### src/rtl/uart_irq_pkg.sv
package uart_irq_pkg;
  localparam int NSRC = 5;
  localparam int SRC_LS = 0;
  localparam int SRC_TO = 1;
  localparam int SRC_RX = 2;
  localparam int SRC_TX = 3;
  localparam int SRC_MS = 4;

  localparam logic [3:0] ID_LS   = 4'b0110;
  localparam logic [3:0] ID_TO   = 4'b1100;
  localparam logic [3:0] ID_RX   = 4'b0100;
  localparam logic [3:0] ID_TX   = 4'b0010;
  localparam logic [3:0] ID_MS   = 4'b0000;
  localparam logic [3:0] ID_NONE = 4'b0001;

  // Enable register bit positions (software-visible)
  localparam int EN_RX = 0;
  localparam int EN_TX = 1;
  localparam int EN_LS = 2;
  localparam int EN_MS = 3;

  // Map the stored enable bits to per-source enables; timeout follows RX when FIFOs run.
  function automatic logic [NSRC-1:0] src_enables(input logic [3:0] ier, input logic fifo_on);
    logic [NSRC-1:0] e;
    e[SRC_LS] = ier[EN_LS];
    e[SRC_TO] = ier[EN_RX] & fifo_on;
    e[SRC_RX] = ier[EN_RX];
    e[SRC_TX] = ier[EN_TX];
    e[SRC_MS] = ier[EN_MS];
    return e;
  endfunction

  function automatic logic [3:0] id_of(input logic [NSRC-1:0] act);
    logic [3:0] id;
    id = ID_NONE;
    if      (act[SRC_LS]) id = ID_LS;
    else if (act[SRC_TO]) id = ID_TO;
    else if (act[SRC_RX]) id = ID_RX;
    else if (act[SRC_TX]) id = ID_TX;
    else if (act[SRC_MS]) id = ID_MS;
    return id;
  endfunction
endpackage

### src/rtl/irq_pending.sv
module irq_pending #(
  parameter int N = 5
) (
  input  logic         clk,
  input  logic         rst_n,
  input  logic [N-1:0] set_v,
  input  logic [N-1:0] clr_v,
  output logic [N-1:0] pend
);
  for (genvar i = 0; i < N; i++) begin : g_bit
    always_ff @(posedge clk) begin
      if (!rst_n)        pend[i] <= 1'b0;
      else if (set_v[i]) pend[i] <= 1'b1;
      else if (clr_v[i]) pend[i] <= 1'b0;
    end
  end
endmodule

### src/rtl/irq_enable_reg.sv
module irq_enable_reg #(
  parameter int DW = 8,
  parameter int EW = 4
) (
  input  logic          clk,
  input  logic          rst_n,
  input  logic          wr,
  input  logic [DW-1:0] wdata,
  output logic [EW-1:0] ier_q,
  output logic [DW-1:0] rdata
);
  always_ff @(posedge clk) begin
    if (!rst_n)  ier_q <= '0;
    else if (wr) ier_q <= wdata[EW-1:0];
  end
  assign rdata = {{(DW-EW){1'b0}}, ier_q};
endmodule

### src/rtl/irq_prio_enc.sv
module irq_prio_enc
  import uart_irq_pkg::*;
(
  input  logic [NSRC-1:0] act,
  output logic [3:0]      id,
  output logic            any
);
  assign id  = id_of(act);
  assign any = |act;
endmodule

### src/rtl/uart_irq_ident.sv
module uart_irq_ident
  import uart_irq_pkg::*;
#(
  parameter int DW = 8
) (
  input  logic            clk,
  input  logic            rst_n,
  input  logic [NSRC-1:0] set_pulse,
  input  logic [NSRC-1:0] clr_pulse,
  input  logic            fifo_en,
  input  logic            tx_fifo_empty,
  input  logic            out2,
  input  logic            ier_wr,
  input  logic [DW-1:0]   ier_wdata,
  output logic [DW-1:0]   ier_rdata,
  input  logic            iir_rd,
  output logic [DW-1:0]   iir_rdata,
  input  logic            thr_wr,
  output logic            irq
);
  localparam int EW = 4;

  logic [EW-1:0]   ier_q;
  logic [NSRC-1:0] pend_q;
  logic [NSRC-1:0] eff_en;
  logic [NSRC-1:0] active;
  logic [3:0]      cur_id;
  logic            any_act;
  logic            tx_rearm;
  logic            tx_ack;
  logic [NSRC-1:0] set_all;
  logic [NSRC-1:0] clr_all;

  irq_enable_reg #(.DW(DW), .EW(EW)) u_ier (
    .clk(clk), .rst_n(rst_n), .wr(ier_wr), .wdata(ier_wdata),
    .ier_q(ier_q), .rdata(ier_rdata)
  );

  assign tx_rearm = ier_wr && ier_wdata[EN_TX] && tx_fifo_empty;
  assign tx_ack   = iir_rd && (cur_id == ID_TX);

  always_comb begin
    set_all = set_pulse;
    clr_all = clr_pulse;
    set_all[SRC_TX] = set_pulse[SRC_TX] | tx_rearm;
    clr_all[SRC_TX] = clr_pulse[SRC_TX] | thr_wr | tx_ack;
  end

  irq_pending #(.N(NSRC)) u_pend (
    .clk(clk), .rst_n(rst_n), .set_v(set_all), .clr_v(clr_all), .pend(pend_q)
  );

  assign eff_en = src_enables(ier_q, fifo_en);
  assign active = pend_q & eff_en;

  irq_prio_enc u_enc (.act(active), .id(cur_id), .any(any_act));

  assign iir_rdata = {{2{fifo_en}}, {(DW-6){1'b0}}, cur_id};
  assign irq       = any_act & out2;
endmodule

### config.mk
export PLATFORM = sky130hd
export DESIGN_NAME = uart_irq_ident
export DESIGN_NICKNAME = d
export VERILOG_FILES = /design/src/rtl/uart_irq_pkg.sv /design/src/rtl/irq_pending.sv /design/src/rtl/irq_enable_reg.sv /design/src/rtl/irq_prio_enc.sv /design/src/rtl/uart_irq_ident.sv
export SDC_FILE = /design/constraint.sdc
export NUM_CORES = 1
export LEC_CHECK = 0
export ABC_AREA = 1
export BUFFER_PORTS_ARGS = -buffer_cell sky130_fd_sc_hd__buf_2
export CORE_AREA = 2 2 39 41
export CTS_BUF_LIST = sky130_fd_sc_hd__clkbuf_2 sky130_fd_sc_hd__clkbuf_4 sky130_fd_sc_hd__clkbuf_8
export DETAILED_ROUTE_END_ITERATION = 8
export DIE_AREA = 0 0 41 43
export GPL_TIMING_DRIVEN = 1
export HOLD_SLACK_MARGIN = 0.08
export PLACE_DENSITY_LB_ADDON = 0.08
export SYNTH_ARGS = -nofsm -noshare
export SYNTH_HDL_FRONTEND = slang
export SYNTH_SLANG_ARGS = --single-unit
### constraint.sdc
create_clock -name clk -period 2.4 [get_ports clk]
set_input_delay 0.24 -clock clk [delete_from_list [all_inputs] [get_ports clk]]
set_output_delay 0.24 -clock clk [all_outputs]
set_load 0.005 [all_outputs]
* Yosys cells after proc, flatten, opt, wreduce, memory -nomap -nowiden
Index checks and enable logic that the tools add are counted.
** Word-level totals
- Bits in registers :: 9
- Latch bits :: 0
- Memory bits (writable) :: 0
- ROM bits :: 0
- Input bits :: 26
- Output and inout port bits :: 17
- Logic and storage cells :: 37
- Memories kept :: 0
** Cells by class
- Add/subtract/negate cells :: 0
- $mul :: 0
- Divide/modulo/power cells :: 0
- $lt $le $gt $ge :: 0
- Eq/ne operators :: 1
- Shifts and indexed selects :: 0
- Mux-type cells :: 15
- Bitwise logic cells :: 6
- Reductions and logical operators :: 9
** Operator list (number)
- 4-bit 2-to-1 mux :: 4
- 1-bit 2-to-1 mux :: 11
- 2-bit nonzero test :: 5
- 5-bit bitwise AND :: 1
- 5-bit OR reduction :: 1
- 4-bit by 2-bit == test with 1-bit output, second input constant :: 1
- 1-bit logical AND :: 3
- 1-bit bitwise OR :: 3
- 1-bit bitwise AND :: 2

* Depth between registers and ports, before layout
- Word-level depth :: 12
- Depth in mapped cells :: 7
- Gate-level depth less buffers :: 7

* By module
A second synthesis with hierarchy kept.
** Second synthesis, totals
- Cells, all modules :: 96
- Area, all modules :: 579.3 sq um
** Modules (own cells, without submodules)
- irq_enable_reg :: instances 1, cells each 34, area each 230.2 sq um, seq. area each 80.1 sq um
- irq_pending :: instances 1, cells each 26, area each 185.2 sq um, seq. area each 100.1 sq um
- uart_irq_ident :: instances 1, cells each 25, area each 113.9 sq um, seq. area each 0.0 sq um
- irq_prio_enc :: instances 1, cells each 11, area each 50.0 sq um, seq. area each 0.0 sq um

* Least setup slack after synthesis
No wires, ideal clock.
- Path type :: register to output
- Start point :: reg u_ier.ier_q[0]
- End point :: out irq
- Data arrival time :: 752 ps
- Required time :: 2160 ps
- Slack :: 1408 ps
- Stages on the path, launching flop included :: 5
- Cell sequence :: dfxtp_1 > nand2_1 > nand4_1 > a21oi_1 > nor2_1
** On the way
- Cells in the longest elaborated chain, start to end :: 4
** Ends and longest elaborated chain
- start, declared :: RTL line irq_enable_reg.sv:9 : output logic [EW-1:0] ier_q,
- start signal, assigned :: RTL line irq_enable_reg.sv:14 : else if (wr) ier_q <= wdata[EW-1:0];
- 1-bit bitwise AND :: RTL line uart_irq_pkg.sv:26 : e[SRC_TO] = ier[EN_RX] & fifo_on;
- 5-bit bitwise AND * :: RTL line uart_irq_ident.sv:54 : assign active = pend_q & eff_en;
- 5-bit OR reduction * :: RTL line irq_prio_enc.sv:9 : assign any = |act;
- 1-bit bitwise AND * :: RTL line uart_irq_ident.sv:59 : assign irq = any_act & out2;
- end, declared :: RTL line uart_irq_ident.sv:19 : output logic irq
Mark *: on every way between the ends. The rest lies on a longest branch, timed or not.

* Final worst setup path
Same ends and word-level chain as after synthesis.

==> results.cfg <==
[critical_path]
cp_max_fo = 4
path_class = reg2out
worstSetupPathDepth = 5
critPathCaptureType = output port
rr_worst_depth = 6
crit_arrival_ns = 1.15
slowest_stage = dfxtp_1
max_stage_delay_ns = 0.34
cp.required_ns = 2.16
cp_cell_sequence = nand2_1 -> nand4_1 -> a21oi_1 -> nor2_1 -> buf_2
crit_buf_inv = 1
cp_top_family = flip-flops
start_kind = flop

[final_layout]
diodes = 0
drive_above_1_share_pct = 41.8
nNetsFinal = 125
fin_area_sq_um = 632
syn_to_final_growth_pct = 36.5
fillers = 155

[timing]
slew_viol_final = 0
setup_violations = 0
fin_skew_ns = 0.00226
hold_viol = 0
rsz0062_at_grt = false
max_freq_mhz = 719
layout_min_cycle_time_ns = 1.39
period_share_pct = 57.9
setup_tns_ns = 0

[clocking]
cts_buffer_depth = 2
cts_max_level = 1
cts_tree = built
clock_sinks = 9
cts_root_buffer = clkbuf_4
insertion_delay_ns = 0.26
post-cts-setup-buffers = 0
cts.repair.resized = 0
cts_buffers = 3
cts.reportedPaths.clkPinSlew_ns = 0.06
holdBufCountCts = 0

[pwr]
irDropWorstVdd_v = 0.000188
p_per_area_nw_per_um2 = 559
p_leak_nw = 0.378

[route]
num_vias = 484
drc = 0
drtIter0Drc = 0
finalWirelength_um = 974
antenna_left = 0
routed_via_density = 4.25
wl_per_cell_um = 8.54
dr.pass1.iters = 1

[global_routing]
grt_use_total_pct = 13.2
overflow = 0
antenna_found_initial = 0
grt_pass1_wl_um = 1500
grt_max_degree = 7
grt_pass1_vias = 403

[placement]
placed_area_sq_um = 602
dp_hpwl_um = 822
port_buffers = 32
gp_congestion = 0.630

[synth]
ys_seq_area_share_pct = 38.9
syn_avg_cell_area_sq_um = 7.12
syn_area_sq_um = 463
ys_types = 15
synth_cells = 65
yosysWarnings = 0
synth-seq-cells = 9

[die]
num_rows = 14
initial_core_util_pct = 33.5
core_area_sq_um = 1380
io_pins = 43
die_h_um = 43
fp.dieArea_sq_um = 1760
die_x_um = 41

[min_path]
min_path_cells = 3
hold_class = in2reg

[job]
cap_violations = 0

[status]
status = finished, final reports clean
[final cells by class]
| type | instances | area [sq um] | share of cell area (%) |
|---|---|---|---|
| tap | 16 | 20.0 | 3.17 |
| clock buffer | 4 | 30.0 | 4.75 |
| inverter | 10 | 37.5 | 5.94 |
| sequential | 9 | 180 | 28.5 |
| timing repair buffer | 32 | 160 | 25.3 |
| multi-input combinational | 43 | 204 | 32.3 |
[worst min-delay path: stages]
cell and delay [ns]:
buf_2 0.07, a21oi_1 0.03, nor2_1 0.06
[metal layers]
metal	vias to the layer above	wire length, um	track usage [%]
li1	259	-	-
met1	200	421	15.5
met2	23	443	18.4
met3	2	94	3.14
met4	0	14	12.0
met5	-	0	0
[per-stage QoR]
step / worst slack, ns / utilization (%) / power (mW) / hold slack (ns) / cells
6_report: 1.01 / 45.7 / 0.353 / 0.181 / 114
5_1_grt: 0.900 / 45.7 / 0.377 / 0.198 / 114
4_1_cts: 0.999 / 45.7 / 0.359 / 0.178 / 114
3_5_place_dp: 1.28 / 43.5 / 0.230 / 0.452 / 110
3_3_place_gp: 1.30 / 43.5 / 0.229 / 0.448 / 110
2_1_floorplan: 1.41 / - / 0.205 / 0.357 / 70
[synth_stat cells]
cell type | number | area share (%)
nand4_1 | 1 | 1.4
buf_4 | 8 | 13
a31o_2 | 1 | 1.9
nor2_1 | 12 | 9.7
nand3_1 | 2 | 2.2
a21oi_2 | 1 | 1.9
dfxtp_1 | 9 | 39
nand3_2 | 1 | 2.2
nand2_1 | 6 | 4.9
inv_1 | 10 | 8.1
nor3b_1 | 1 | 1.6
conb_1 | 1 | 0.81
nand2_2 | 2 | 2.7
o21ai_0 | 3 | 3.2
a21oi_1 | 7 | 7.6
[placed cells by master, fill, tap and decap left out, types with 2 or more instances in the layout]
cell / count
inv_1: 10
nand2_1: 6
clkbuf_4: 4
dfxtp_1: 9
conb_1: 6
nor2_1: 12
nand3_1: 2
a21oi_1: 7
buf_2: 32
nand2_2: 2
o21ai_0: 3
[logic make-up (layout without fill, tap and decap cells)]
kind of cell | Yosys count | after routing | synth area share [%]
buffers and inverters | 18 | 46 | 21.1
AND/OR/NAND/NOR | 25 | 25 | 24.6
other | 1 | 6 | 0.810
AO/OA/AOI/OAI | 12 | 12 | 14.6
flip-flops | 9 | 9 | 38.9
[state kept, by name, indices dropped and copies added, names as in the netlist]
name	cells
u_pend.pend	5
u_ier.ier_q	4
[path summary, 6_finish.rpt]
check / from / to / slack (ns)
setup / recovery: u_ier.ier_q[0] / irq / 1.01
hold / removal: set_pulse[4] / u_pend.pend[4] / 0.18
setup reg to reg: u_ier.ier_q[0] / u_pend.pend[3] / 1.45
hold reg to reg: u_ier.ier_q[1] / u_ier.ier_q[1] / 0.49
[power by group]
part	total, mW	switching (mW)	internal (mW)
logic	0.0586	0.0280	0.0306
clock network	0.128	0.0523	0.0753
registers	0.167	0.00749	0.160
Note: power is estimated with default switching activity, not from simulation.
